File: src/rtl/pms_pkg.sv
package pms_pkg;

  typedef enum logic [2:0] {
    OP_PUSH     = 3'd0,
    OP_POP      = 3'd1,
    OP_SWAP_TOP = 3'd2,
    OP_LOAD_HL  = 3'd3,
    OP_STORE_HL = 3'd4,
    OP_HL_TO_SP = 3'd5
  } pms_op_e;

  // number of byte accesses a command needs
  function automatic logic [2:0] op_steps(pms_op_e op);
    case (op)
      OP_PUSH, OP_POP, OP_LOAD_HL, OP_STORE_HL: op_steps = 3'd2;
      OP_SWAP_TOP:                              op_steps = 3'd4;
      default:                                  op_steps = 3'd0;
    endcase
  endfunction

  // signed offset from the base address for a given step
  function automatic int step_offset(pms_op_e op, logic [1:0] s);
    if (op == OP_PUSH) step_offset = (s == 2'd0) ? -1 : -2;
    else               step_offset = s[0] ? 1 : 0;
  endfunction

  function automatic logic step_writes(pms_op_e op, logic [1:0] s);
    case (op)
      OP_PUSH, OP_STORE_HL: step_writes = 1'b1;
      OP_SWAP_TOP:          step_writes = s[1];
      default:              step_writes = 1'b0;
    endcase
  endfunction

  // which byte of the 16-bit value a step moves
  function automatic logic step_high(pms_op_e op, logic [1:0] s);
    if (op == OP_PUSH) step_high = (s == 2'd0);
    else               step_high = s[0];
  endfunction

  function automatic logic op_uses_hl(pms_op_e op);
    op_uses_hl = (op == OP_SWAP_TOP) || (op == OP_LOAD_HL) ||
                 (op == OP_STORE_HL) || (op == OP_HL_TO_SP);
  endfunction

endpackage

File: src/rtl/pms_ctrl.sv
module pms_ctrl
  import pms_pkg::*;
(
  input  logic       clk,
  input  logic       rst_n,
  input  logic       cmd_valid,
  input  logic [2:0] cmd_op,
  output logic       accept,
  output logic       run,
  output logic       last,
  output logic       busy,
  output logic       done,
  output logic [1:0] step,
  output pms_op_e    op_q
);
  typedef enum logic [1:0] {ST_IDLE, ST_RUN, ST_FIN} st_e;
  st_e st_q;

  assign busy   = (st_q != ST_IDLE);
  assign done   = (st_q == ST_FIN);
  assign run    = (st_q == ST_RUN);
  assign accept = (st_q == ST_IDLE) && cmd_valid;
  assign last   = run && (({1'b0, step} + 3'd1) == op_steps(op_q));

  always_ff @(posedge clk) begin
    if (!rst_n) begin
      st_q <= ST_IDLE;
      step <= '0;
      op_q <= OP_PUSH;
    end else begin
      case (st_q)
        ST_IDLE: if (cmd_valid) begin
          op_q <= pms_op_e'(cmd_op);
          step <= '0;
          st_q <= (op_steps(pms_op_e'(cmd_op)) == 3'd0) ? ST_FIN : ST_RUN;
        end
        ST_RUN: begin
          if (last) begin
            st_q <= ST_FIN;
            step <= '0;
          end else begin
            step <= step + 2'd1;
          end
        end
        default: st_q <= ST_IDLE;
      endcase
    end
  end

  // done lasts one cycle and is followed by idle
  p_done_pulse_r3: assert property (@(posedge clk) disable iff (!rst_n)
    done |=> !done && !busy);
  // a busy cycle never takes a new command
  p_busy_hold_r2: assert property (@(posedge clk) disable iff (!rst_n)
    (busy && !done) |=> busy && $stable(op_q));
endmodule

File: src/rtl/pms_agen.sv
module pms_agen
  import pms_pkg::*;
#(
  parameter int AW = 16,
  parameter int BW = 8
) (
  input  logic            run,
  input  pms_op_e         op,
  input  logic [1:0]      step,
  input  logic [AW-1:0]   base,
  input  logic [2*BW-1:0] pair_src,
  input  logic [2*BW-1:0] hl_src,
  output logic [AW-1:0]   mem_addr,
  output logic [BW-1:0]   mem_wdata,
  output logic            mem_rd,
  output logic            mem_wr
);
  logic [2*BW-1:0] src;
  logic            wr_step;

  assign wr_step  = step_writes(op, step);
  assign src      = op_uses_hl(op) ? hl_src : pair_src;
  assign mem_wr   = run && wr_step;
  assign mem_rd   = run && !wr_step;
  assign mem_addr = run ? base + AW'(step_offset(op, step)) : '0;
  assign mem_wdata = (run && wr_step) ?
                     (step_high(op, step) ? src[2*BW-1:BW] : src[BW-1:0]) : '0;

  always_comb begin
    a_strobe_excl_r3: assert (!(mem_rd && mem_wr));
  end
endmodule

File: src/rtl/pms_regs.sv
module pms_regs
  import pms_pkg::*;
#(
  parameter int AW = 16,
  parameter int BW = 8
) (
  input  logic            clk,
  input  logic            rst_n,
  input  logic            accept,
  input  logic            done,
  input  logic [2:0]      cmd_op,
  input  logic [AW-1:0]   cmd_addr,
  input  logic [2*BW-1:0] pair_in,
  input  logic [2*BW-1:0] hl_in,
  input  logic [AW-1:0]   sp_in,
  input  pms_op_e         op,
  input  logic [1:0]      step,
  input  logic            rd_fire,
  input  logic [BW-1:0]   mem_rdata,
  output logic [AW-1:0]   base,
  output logic [2*BW-1:0] pair_src,
  output logic [2*BW-1:0] hl_src,
  output logic [2*BW-1:0] pair_out,
  output logic [2*BW-1:0] hl_out,
  output logic [AW-1:0]   sp_out
);
  pms_op_e new_op;
  assign new_op = pms_op_e'(cmd_op);

  function automatic logic [AW-1:0] final_sp(pms_op_e o, logic [AW-1:0] sp,
                                             logic [2*BW-1:0] hl);
    case (o)
      OP_PUSH:     final_sp = sp - AW'(2);
      OP_POP:      final_sp = sp + AW'(2);
      OP_HL_TO_SP: final_sp = AW'(hl);
      default:     final_sp = sp;
    endcase
  endfunction

  always_ff @(posedge clk) begin
    if (!rst_n) begin
      base <= '0; pair_src <= '0; hl_src <= '0;
      pair_out <= '0; hl_out <= '0; sp_out <= '0;
    end else if (accept) begin
      base     <= (new_op == OP_LOAD_HL || new_op == OP_STORE_HL) ? cmd_addr : sp_in;
      pair_src <= pair_in;
      hl_src   <= hl_in;
      pair_out <= pair_in;
      hl_out   <= hl_in;
      sp_out   <= final_sp(new_op, sp_in, hl_in);
    end else if (rd_fire) begin
      if (op_uses_hl(op)) begin
        if (step_high(op, step)) hl_out[2*BW-1:BW] <= mem_rdata;
        else                     hl_out[BW-1:0]    <= mem_rdata;
      end else begin
        if (step_high(op, step)) pair_out[2*BW-1:BW] <= mem_rdata;
        else                     pair_out[BW-1:0]    <= mem_rdata;
      end
    end
  end

  p_swap_sp_keep_r6: assert property (@(posedge clk) disable iff (!rst_n)
    (done && op == OP_SWAP_TOP) |-> sp_out == base);
  p_push_sp_r4: assert property (@(posedge clk) disable iff (!rst_n)
    (done && op == OP_PUSH) |-> sp_out == base - AW'(2));
  p_store_hl_keep_r8: assert property (@(posedge clk) disable iff (!rst_n)
    (done && op == OP_STORE_HL) |-> hl_out == hl_src);
endmodule

File: src/rtl/pair_mem_seq.sv
module pair_mem_seq
  import pms_pkg::*;
#(
  parameter int AW = 16,
  parameter int BW = 8
) (
  input  logic            clk,
  input  logic            rst_n,
  input  logic            cmd_valid,
  input  logic [2:0]      cmd_op,
  input  logic [AW-1:0]   cmd_addr,
  input  logic [2*BW-1:0] pair_in,
  input  logic [2*BW-1:0] hl_in,
  input  logic [AW-1:0]   sp_in,
  output logic [AW-1:0]   mem_addr,
  output logic [BW-1:0]   mem_wdata,
  input  logic [BW-1:0]   mem_rdata,
  output logic            mem_rd,
  output logic            mem_wr,
  output logic            busy,
  output logic            done,
  output logic [2*BW-1:0] pair_out,
  output logic [2*BW-1:0] hl_out,
  output logic [AW-1:0]   sp_out
);
  logic            accept, run, last;
  logic [1:0]      step;
  pms_op_e         op_q;
  logic [AW-1:0]   base;
  logic [2*BW-1:0] pair_src, hl_src;

  pms_ctrl u_ctrl (
    .clk(clk), .rst_n(rst_n), .cmd_valid(cmd_valid), .cmd_op(cmd_op),
    .accept(accept), .run(run), .last(last), .busy(busy), .done(done),
    .step(step), .op_q(op_q)
  );

  pms_agen #(.AW(AW), .BW(BW)) u_agen (
    .run(run), .op(op_q), .step(step), .base(base),
    .pair_src(pair_src), .hl_src(hl_src),
    .mem_addr(mem_addr), .mem_wdata(mem_wdata), .mem_rd(mem_rd), .mem_wr(mem_wr)
  );

  pms_regs #(.AW(AW), .BW(BW)) u_regs (
    .clk(clk), .rst_n(rst_n), .accept(accept), .done(done), .cmd_op(cmd_op),
    .cmd_addr(cmd_addr), .pair_in(pair_in), .hl_in(hl_in), .sp_in(sp_in),
    .op(op_q), .step(step), .rd_fire(mem_rd), .mem_rdata(mem_rdata),
    .base(base), .pair_src(pair_src), .hl_src(hl_src),
    .pair_out(pair_out), .hl_out(hl_out), .sp_out(sp_out)
  );

  // access counter used only to check the per-command access count
  logic [2:0] acc_cnt;
  always_ff @(posedge clk) begin
    if (!rst_n)                acc_cnt <= '0;
    else if (accept)           acc_cnt <= '0;
    else if (mem_rd || mem_wr) acc_cnt <= acc_cnt + 3'd1;
  end

  p_access_count_r3: assert property (@(posedge clk) disable iff (!rst_n)
    done |-> acc_cnt == op_steps(op_q));
  p_strobe_busy_r2: assert property (@(posedge clk) disable iff (!rst_n)
    (mem_rd || mem_wr) |-> busy && !done);
  p_copy_quiet_r9: assert property (@(posedge clk) disable iff (!rst_n)
    (busy && op_q == OP_HL_TO_SP) |-> !(mem_rd || mem_wr));
  p_last_then_done_r3: assert property (@(posedge clk) disable iff (!rst_n)
    last |=> done);
endmodule

File: config.mk
export PLATFORM = sky130hd
export DESIGN_NAME = pair_mem_seq
export DESIGN_NICKNAME = d
export VERILOG_FILES = /design/src/rtl/pms_pkg.sv /design/src/rtl/pms_ctrl.sv /design/src/rtl/pms_agen.sv /design/src/rtl/pms_regs.sv /design/src/rtl/pair_mem_seq.sv
export SDC_FILE = /design/constraint.sdc
export NUM_CORES = 1
export LEC_CHECK = 0
export ABC_AREA = 1
export ABC_CLOCK_PERIOD_IN_PS = 3500
export BUFFER_PORTS_ARGS = -buffer_cell sky130_fd_sc_hd__buf_2
export CELL_PAD_IN_SITES_DETAIL_PLACEMENT = 0
export CELL_PAD_IN_SITES_GLOBAL_PLACEMENT = 1
export CORE_MARGIN = 2
export CORE_UTILIZATION = 31
export CTS_CLUSTER_DIAMETER = 200
export DETAILED_ROUTE_END_ITERATION = 7
export PLACE_DENSITY = 0.66
export REMOVE_ABC_BUFFERS = 1
export SYNTH_ARGS = -nofsm -noshare
export SYNTH_HDL_FRONTEND = slang
export SYNTH_SLANG_ARGS = --single-unit
File: constraint.sdc
create_clock -name clk -period 3.5 [get_ports clk]
set_input_delay 0.7 -clock clk [delete_from_list [all_inputs] [get_ports clk]]
set_output_delay 0.7 -clock clk [all_outputs]
set_load 0.005 [all_outputs]
==> flow_summary.json, run 1 <==
{
  "worstPathArrival_ps": 2550,
  "port_buffers": 153,
  "reg2reg_to": "u_regs.hl_out[14]",
  "clk-insertion-delay-late_ps": 350,
  "globalplace.congestion": 0.8333,
  "wl_per_cell_um": 15.17,
  "utilization": 0.3805,
  "crit_fanout": 14,
  "multi_input_area_um2": 3879,
  "p_leak_nw": 4.060,
  "grt_antenna_before_repair": 2,
  "cp_cell_sequence": "nor2_4 > nand2_4 > inv_2 > buf_4 > ha_1 > nand3_1 > nand2_1 > inv_1 > o21bai_1 > nand3b_1 > nand3_1 > nand2_1 > nor2_1 > buf_2",
  "final_common_cell": "nand2_1",
  "routed_wl_mm": 21.92,
  "crit_buf_inv": 4,
  "cts_htree_levels": 3,
  "max_freq_mhz": 307.5,
  "endpoint_kind": "primary output",
  "cts.sinks": 103,
  "rsz0062_at_grt": "false",
  "yosysWarnings": 0,
  "synth-async-reset-ratio": 0,
  "core_area_um2": 20890,
  "worstSetupEndpoint": "mem_addr[13]",
  "rows": 53,
  "tightest_slew_ps": 771.7,
  "synth_top_area_share": 0.3139,
  "ioPinCount": 154,
  "fillers": 2380,
  "skew_ps": 9.145,
  "worst-path-stages": 14,
  "vias_per_cell": 4.721,
  "overflow": 0,
  "cp.required_ps": 2800,
  "cts_tree": "yes",
  "drt-initial-drc-count": 414,
  "hpwl_mm": 16.69,
  "final_layout_size_suffix_gt1_frac": 0.1899,
  "synth_top_family_by_area": "simple AND/OR/NAND/NOR gates",
  "nNetsFinal": 1278,
  "reg2reg_depth": 7,
  "critPathSlowestCell": "ha_1",
  "finalNonFillerCells": 1445,
  "dieArea_um2": 22370,
  "holdPathStages": 2,
  "die-height_um": 149.6,
  "synth_top_area_cell": "dfxtp_1",
  "fin_area_um2": 7949,
  "drt.antenna.violating_nets": 0,
  "yosys.area_share.simple": 0.3139,
  "startpoint_type": "flop",
  "vias": 6822,
  "die_w_um": 149.6,
  "crit_family": "simple AND/OR/NAND/NOR gates",
  "ff2ff_setup_slack_ps": 1460,
  "outcome": "completed",
  "final-hold-violation-count": 0,
  "fin_crit_sh": 0.9293,
  "synth_edf_count": 0,
  "synth_compound_area_frac": 0.1943,
  "synth_mux_area_frac": 0,
  "slew_headroom": 0.4827,
  "max-vdd-ir-drop_mv": 0.2095,
  "grt_pass1_vias": 6380,
  "seq_area_um2": 2064,
  "dp_cells": 1423,
  "grt_pass1_wl_mm": 34.29,
  "syn_inst": 1022,
  "maxSlewViolCount": 0,
  "pwr_density_cell_nw_per_um2": 472.0,
  "place_area_um2": 7577,
  "synth.avg_cell_area_um2": 6.427,
  "start_util": 0.3145,
  "netlist_area_um2": 6569,
  "timing.rr.start": "u_ctrl.st_q[0]",
  "grt_use_total": 0.1955,
  "min_period_ps": 3253,
  "yosys_most_used_dff": "dfxtp_1",
  "crit_start": "u_ctrl.op_q[0]",
  "cap_viol_max_count": 0,
  "cts_buffers": 9,
  "path_clk_slew_ps": 70,
  "clock_path_buffers": 2,
  "ys_seq_area_frac": 0.3139,
  "dr.pass1.iters": 5,
  "path_class": "flop to primary output",
  "max_stage_delay_ps": 390,
  "synthToLayoutAreaGrowth_pct": 21.01,
  "final_cell_mix": "300 x nand2_1, 153 x buf_2, 119 x a21oi_1, 112 x inv_1, 101 x dfxtp_1",
  "synth-seq-cells": 103,
  "synthXorXnorAreaFrac": 0.008000,
  "synthTopCellsByArea": "dfxtp_1 31%, nand2_1 17%, a21oi_1 9.1%, inv_1 6.5%, ha_1 6.5%",
  "cts-root-buf": "clkbuf_16",
  "drc": 0,
  "yosys.cell_types.count": 40,
  "synth_fa_ha_area_frac": 0.07086,
  "setup_viol": 0,
  "hold_path_class": "flop to flop",
  "finalSetupTns_ps": 0,
  "ctsHoldBuffers": 0,
  "grt_max_degree": 83
}
logic make-up after synthesis:
logic type	count (synthesis)
buf+inv	159
simple gates	492
flops	103
compound gates	226
xor+xnor	6
fa+ha+maj	36
worst register-to-register path: stages, from the launching register on:
cell and delay [ps]:
dfxtp_1 390, nor2_1 90, nand2_2 80, buf_4 500, nand2_2 410, nand3_2 290
nand2_1 80, a21oi_1 120
how the worst min path moves through the flow:
stage,startpoint,end
2_1_floorplan,u_regs.hl_src[10],u_regs.hl_src[10]
3_3_place_gp,u_regs.hl_out[15],u_regs.hl_out[15]
3_5_place_dp,u_regs.hl_out[0],u_regs.hl_out[0]
4_1_cts,u_regs.hl_out[0],u_regs.hl_out[0]
5_1_grt,u_regs.hl_out[0],u_regs.hl_out[0]
6_report,u_regs.hl_out[0],u_regs.hl_out[0]
repair_timing:
item	in CTS	in global routing
resized for setup	0	10
setup endpoints to repair	0	6
hold endpoints to repair	0	0
buffers inserted	0	5
synth_stat cells, types with 2 or more instances:
cell / count
nand2_1: 302
fa_1: 2
buf_6: 4
nand2_4: 3
a21boi_0: 4
inv_2: 6
nand2_2: 5
clkbuf_1: 16
a21oi_1: 119
dfxtp_1: 103
a41oi_1: 2
inv_1: 114
nand3_1: 46
ha_1: 34
a21oi_2: 3
nor3_1: 3
o211ai_2: 2
nor2_1: 98
o21ai_0: 59
o21bai_1: 5
nand3_2: 2
nand3b_1: 4
nand4_1: 21
nor2_2: 2
nor2_4: 3
o211ai_1: 27
xor2_1: 5
buf_2: 16
final cells by class:
type / instances / share of cell area
antenna: 1 / 0.0003148
clock buffer: 11 / 0.03054
clock inverter: 5 / 0.008028
inverter: 121 / 0.05714
multi-input combinational: 760 / 0.4880
sequential: 103 / 0.2597
tap: 275 / 0.04329
timing repair buffer: 169 / 0.1130
registers in the layout, indices dropped and copies added, names as in the netlist:
signal	cells
u_ctrl.step	2
u_regs.base	16
u_regs.hl_src	16
u_regs.hl_out	16
u_ctrl.st_q	2
u_regs.pair_src	16
u_regs.sp_out	16
u_ctrl.op_q	3
u_regs.pair_out	16
per-stage QoR:
step / power (mW) / hold slack (ps) / setup WS [ps]
after floorplan: 2.234 / 442.2 / 352.7
after global placement: 2.698 / 448.5 / 491.7
after detailed placement: 2.694 / 453.0 / 454.0
after CTS: 3.775 / 464.2 / 51.28
after global routing: 4.045 / 477.4 / 9.679
final: 3.752 / 461.6 / 247.5
report_power, final:
group          internal [mW]  switching, mW  total [mW]
Clock                  0.584          0.484        1.07
Combinational          0.472          0.842        1.31
Sequential              1.30         0.0719        1.37
per-layer routing:
metal	global-route usage	routed length, µm	vias up
met5	0	0	-
met4	0.02952	182	0
met3	0.03841	1204	17
met2	0.3284	10060	156
met1	0.2646	10480	3031
li1	-	-	3618
Note: power is estimated with default switching activity, not from simulation.
==> run 2, diff against run 1 <==
Settings changed: ABC_AREA 1 to not set, CAP_MARGIN set to 20, PLACE_DENSITY 0.66 to 0.63.
==> run 2 against run 1 <==
The run now ends with setup timing left. Final area down 2.0%. Sequential cell count unchanged. Global-route usage barely moved. Synthesized cell count fell by 28%. Wire length is 7.3% lower. Die area down 7.1%. Critical path type unchanged. Largest cell class unchanged.
==> flow_summary.json, run 2 <==
{
  "ioPinCount": 154,
  "setup_viol": 2,
  "reg2reg_depth": 14,
  "slew_headroom": 0.3395,
  "cts_tree": "yes",
  "skew_ps": 13.60,
  "min_period_ps": 3562,
  "p_comb_frac": 0.328,
  "finalWorstSetupSlack_ps": -61.66,
  "globalplace.congestion": 0.8224,
  "p_leak_nw": 3.446,
  "pwr_density_cell_nw_per_um2": 463.0,
  "grt_use_total": 0.1954,
  "synth.avg_cell_area_um2": 8.306,
  "clk-insertion-delay-late_ps": 360,
  "endpoint_kind": "primary output",
  "maxSlewViolCount": 0,
  "grt_pass1_wl_mm": 31.19,
  "rows": 51,
  "drt.antenna.violating_nets": 0,
  "grt_antenna_before_repair": 3,
  "synth_top_area_share": 0.3387,
  "port_buffers": 153,
  "drt-initial-drc-count": 317,
  "cp.required_ps": 2800,
  "routed_wl_mm": 20.31,
  "power.internal_mw": 2.395,
  "utilization": 0.4015,
  "dr.pass1.iters": 4,
  "final_cell_mix": "153 x buf_2, 111 x nand2_1, 99 x dfxtp_1, 79 x nor2_1, 65 x a21oi_1",
  "final_layout_size_suffix_gt1_frac": 0.2817,
  "die-height_um": 144.1,
  "cts.sinks": 103,
  "finalNonFillerCells": 1159,
  "cts-root-buf": "clkbuf_16",
  "max_stage_delay_ps": 340,
  "p_total_mw": 3.606,
  "rsz0062_at_grt": "true",
  "nNetsFinal": 1000,
  "holdCritStartpoint": "u_regs.hl_src[9]",
  "cts_htree_levels": 3,
  "violations": "setup timing",
  "dieArea_um2": 20780,
  "synth_most_common_cell": "nand2_1",
  "synth-async-reset-ratio": 0,
  "p_clk_frac": 0.298,
  "holdPathStages": 2,
  "overflow": 0,
  "yosys.cell_types.count": 56,
  "maxUsedRoutingLayer": "met5",
  "worstPathArrival_ps": 2860,
  "max-vdd-ir-drop_mv": 0.2022,
  "ys_seq_area_frac": 0.3387,
  "crit_family": "compound AO/OA/AOI/OAI gates",
  "final_common_cell": "buf_2",
  "synth_edf_count": 0,
  "synth-seq-cells": 103,
  "startpoint_type": "flop",
  "grt_max_degree": 49,
  "dp_cells": 1125,
  "path_class": "flop to primary output",
  "core_area_um2": 19400,
  "die_w_um": 144.1,
  "wl_met2_mm": 9.468,
  "syn_inst": 733,
  "p_sw_frac": 0.3359,
  "cap_viol_max_count": 0,
  "reg2reg_to": "u_regs.pair_out[12]",
  "start_util": 0.3139,
  "clock_path_buffers": 2,
  "wl_met3_um": 938,
  "yosys_most_used_dff": "dfxtp_1",
  "tightest_slew_ps": 990.0,
  "place_ws_ps": 79.69,
  "whs_endpoint": "u_regs.hl_src[9]",
  "ff2ff_setup_slack_ps": 810,
  "max_freq_mhz": 280.8,
  "crit_buf_inv": 3,
  "crit_fanout": 3,
  "p_switching_mw": 1.211,
  "wl_met1_mm": 9.731,
  "timing.rr.start": "u_ctrl.step[0]",
  "ctsHoldBuffers": 0,
  "synth_top_area_cell": "dfxtp_1",
  "finalSetupTns_ps": -81.40,
  "grt_pass1_vias": 5531,
  "critPathSlowestCell": "dfxtp_2",
  "wl_per_cell_um": 17.53,
  "final-hold-violation-count": 0,
  "yosysWarnings": 0,
  "hpwl_mm": 14.70,
  "netlist_area_um2": 6088,
  "seq_power_share": 0.373,
  "synthToLayoutAreaGrowth_pct": 27.93,
  "fin_crit_sh": 1.018,
  "outcome": "finished, violations left",
  "vias": 5898,
  "crit_top_cell": "inv_2",
  "ys_top_cells_by_count": "112 x nand2_1, 103 x dfxtp_1, 79 x nor2_1, 68 x a21oi_1, 34 x ha_1",
  "vias_per_cell": 5.089,
  "path_clk_slew_ps": 70,
  "cp_cell_sequence": "nor3_4 > mux2i_2 > inv_2 > ha_4 > inv_2 > fa_2 > nor2b_2 > o211a_1 > o2111a_1 > o31a_1 > o21ai_1 > nor3b_2 > buf_2",
  "drc": 0,
  "hold_path_class": "flop to flop",
  "cts_buffers": 9,
  "synthTopCellsByArea": "dfxtp_1 34%, ha_1 7.0%, nand2_1 6.9%, a21oi_1 5.6%, nor2_1 4.9%"
}
==> run 2: changes by cell type in the layout (fill, tap and decap cells not counted), sizes merged, moves of 28 or more <==
cell	delta
a21oi	-54
a311oi	+32
inv	-105
nand2	-198
nand3	-38
o21ai	-28
==> run 2: worst min-delay path: cells and delay by family (launching register included) <==
family	cells	cell delay, ps
DFF	1	310
and+or+nand+nor	1	50
AOI/OAI and AO/OA	1	50
==> run 2: area by class of cell <==
class	instances	area [µm²]
clock buffers	9	225.2
inverters	15	56.30
clock inverters	7	88.84
repair buffers	191	1091
diodes	3	7.507
multi-input cells	566	3921
well taps	265	331.6
fillers	2084	11610
flip-flops and latches	103	2067
==> run 2: cells by family after synthesis <==
kind of cell,share of synthesized area
simple gates,0.1841
compound gates,0.2653
flops,0.3387
buf+inv,0.04562
fa+ha+maj,0.07645
mux,0.06247
xor+xnor,0.02733
==> run 2: repair_timing <==
item,4_1_cts,5_1_grt
setup buffers,11,7
pin swaps,5,14
gates resized for setup,11,33
endpoints found under the setup margin,8,17
hold endpoints to repair,0,0
cloned,0,1
==> run 2: worst max path at each step <==
stage | slack [ps] | cells past startpoint | endpoint | startpoint
final | -60 | 13 | mem_addr[12] | u_ctrl.op_q[0]
after global routing | -250 | 14 | mem_addr[12] | u_ctrl.step[0]
after CTS | -150 | 10 | mem_addr[12] | u_ctrl.op_q[2]
after detailed placement | 80 | 14 | mem_addr[12] | u_ctrl.step[0]
after global placement | 140 | 14 | mem_addr[12] | u_ctrl.step[0]
after floorplan | -580 | 12 | mem_addr[12] | u_ctrl.op_q[0]
==> run 2: metal layers <==
metal	vias up	global-route usage
met5	-	0
met4	2	0.03986
met3	12	0.04305
met2	108	0.3173
met1	2783	0.2679
li1	2993	-
==> run 2: power groups by stage <==
stage | clock network (mW) | logic [mW] | registers (mW)
2_1_floorplan | 0 | 0.676 | 1.36
3_3_place_gp | 0 | 1.07 | 1.37
3_5_place_dp | 0 | 1.07 | 1.37
4_1_cts | 1.11 | 1.12 | 1.34
5_1_grt | 1.16 | 1.33 | 1.36
6_report | 1.08 | 1.18 | 1.35
==> run 2: metrics by stage <==
stage                     hold WS, ps  instance area (µm²)
after floorplan                 431.5                 5867
after global placement          439.9                 7177
after detailed placement        444.5                 7177
after CTS                       455.6                 7595
after global routing            470.5                 7786
final                           451.8                 7789
==> run 3, diff against run 2 <==
Settings changed: ABC_CLOCK_PERIOD_IN_PS 3500 to 4600.
Clock period 3.5 ns to 4.6 ns, I/O delays scaled along.
==> run 3 against run 2 <==
The run now ends clean. First-iteration DRC count fell by 12%. Critical path type unchanged. Die area did not move. Final area fell by 5.3%. Sequential cell count did not move. Sequential share of layout area rose by 1.4 points. Combinational power fell by 33%. Largest power group unchanged. Largest cell class unchanged. Sequential power fell by 24%. Wire length fell by 1.9%. Hold slack improved by 3.2 ps. Non-clock buffer count fell by 25.
==> flow_summary.json, run 3 (synthesis gave the netlist of run 2 again) <==
{
  "max_stage_delay_ps": 400,
  "ctsHoldBuffers": 0,
  "tightest_slew_ps": 1073,
  "ctsResizeCount": 0,
  "dieArea_um2": 20780,
  "final_layout_size_suffix_gt1_frac": 0.2286,
  "cts_buffers": 9,
  "cts-root-buf": "clkbuf_16",
  "startpoint_type": "flop",
  "fin_area_um2": 7376,
  "overflow": 0,
  "p_leak_nw": 3.293,
  "die_w_um": 144.1,
  "drt-initial-drc-count": 278,
  "pwr_density_cell_nw_per_um2": 349.8,
  "cts_tree": "yes",
  "skew_ps": 6.375,
  "finalSetupTns_ps": 0,
  "clk-insertion-delay-late_ps": 360,
  "min_period_ps": 4014,
  "synthToLayoutAreaGrowth_pct": 21.15,
  "endpoint_kind": "primary output",
  "fin_crit_sh": 0.8726,
  "path_class": "flop to primary output",
  "ff2ff_setup_slack_ps": 2040,
  "die-height_um": 144.1,
  "clock_path_buffers": 2,
  "grt_use_total": 0.1918,
  "core_area_um2": 19400,
  "nNetsFinal": 975,
  "critPathSlowestCell": "dfxtp_1",
  "grt_pass1_vias": 5514,
  "fillers": 2117,
  "hold_path_class": "flop to flop",
  "globalplace.congestion": 0.8064,
  "port_buffers": 153,
  "routed_wl_mm": 19.92,
  "grt_pass1_wl_mm": 30.71,
  "vias_per_cell": 5.115,
  "final-hold-violation-count": 0,
  "wl_per_cell_um": 17.59,
  "crit_fanout": 6,
  "maxSlewViolCount": 0,
  "outcome": "completed",
  "drt.antenna.violating_nets": 0,
  "cp.required_ps": 3680,
  "max-vdd-ir-drop_mv": 0.1692,
  "cts.sinks": 103,
  "cap_viol_max_count": 0,
  "start_util": 0.3139,
  "setup_viol": 0,
  "dr.pass1.iters": 4,
  "max_freq_mhz": 249.1,
  "cts_htree_levels": 3,
  "grt_max_degree": 56,
  "cp_cell_sequence": "nor3_4 > mux2i_1 > inv_1 > ha_1 > inv_1 > fa_1 > nor2b_1 > o211a_1 > o2111a_1 > o31a_1 > o21ai_0 > nor3b_1 > buf_2",
  "final_cell_mix": "153 x buf_2, 111 x nand2_1, 103 x dfxtp_1, 79 x nor2_1, 68 x a21oi_1",
  "drc": 0,
  "path_clk_slew_ps": 80,
  "vias": 5790,
  "hpwl_mm": 14.71,
  "rows": 51,
  "final_common_cell": "buf_2",
  "slew_headroom": 0.2821,
  "grt_antenna_before_repair": 1,
  "ioPinCount": 154,
  "rsz0062_at_grt": "false",
  "worstPathArrival_ps": 3090,
  "place_area_um2": 7069,
  "crit_top_cell": "inv_1",
  "postCtsSetupRepairBufs": 0
}
-- run 3: layout make-up --
class	count	area, µm²	share of cell area
inverters	15	56.30	0.007634
diodes	1	2.502	0.0003393
flip-flops and latches	103	2062	0.2796
repair buffers	166	870.8	0.1181
clock buffers	9	225.2	0.03053
multi-input cells	566	3764	0.5103
well taps	265	331.6	0.04495
clock inverters	7	63.81	0.008651
-- run 3: per-layer routing --
metal	vias to the layer above	track usage	wire (µm)
met5	-	0	0
li1	2952	-	-
met4	0	0.04905	218
met3	15	0.03510	943
met1	2698	0.2659	9540
met2	125	0.3085	9215
-- run 3: where the power goes --
group	switching, mW	internal, mW
clock network	0.388	0.380
logic	0.454	0.335
registers	0.0487	0.974
-- run 3: per-stage QoR --
step / worst slack (ps) / power [mW] / utilization / std cells / hold slack (ps)
after floorplan: 301.9 / 1.552 / - / 684 / 431.5
after global placement: 863.4 / 1.838 / 0.3644 / 1114 / 441.6
after detailed placement: 840.0 / 1.837 / 0.3644 / 1114 / 445.0
after CTS: 538.6 / 2.606 / 0.3793 / 1130 / 455.7
after global routing: 325.4 / 2.737 / 0.3801 / 1131 / 471.7
final: 586.2 / 2.580 / 0.3802 / 1132 / 455.0
-- run 3: critical path, delay by kind of cell, from the launching register on --
family                     cells  cell delay (ps)
AOI/OAI and AO/OA              4              900
muxes                          1              240
and+or+nand+nor                3              460
DFF                            1              400
buffers and inverters          3              350
adders and majority gates      2              390
-- run 3: final timing paths --
check        cells after the start             endpoint           startpoint
max                             13         mem_addr[12]       u_ctrl.op_q[1]
max reg2reg                      4   u_regs.pair_out[2]       u_ctrl.st_q[0]
min                              2  u_regs.pair_src[12]  u_regs.pair_src[12]
min reg2reg                      2  u_regs.pair_src[12]  u_regs.pair_src[12]
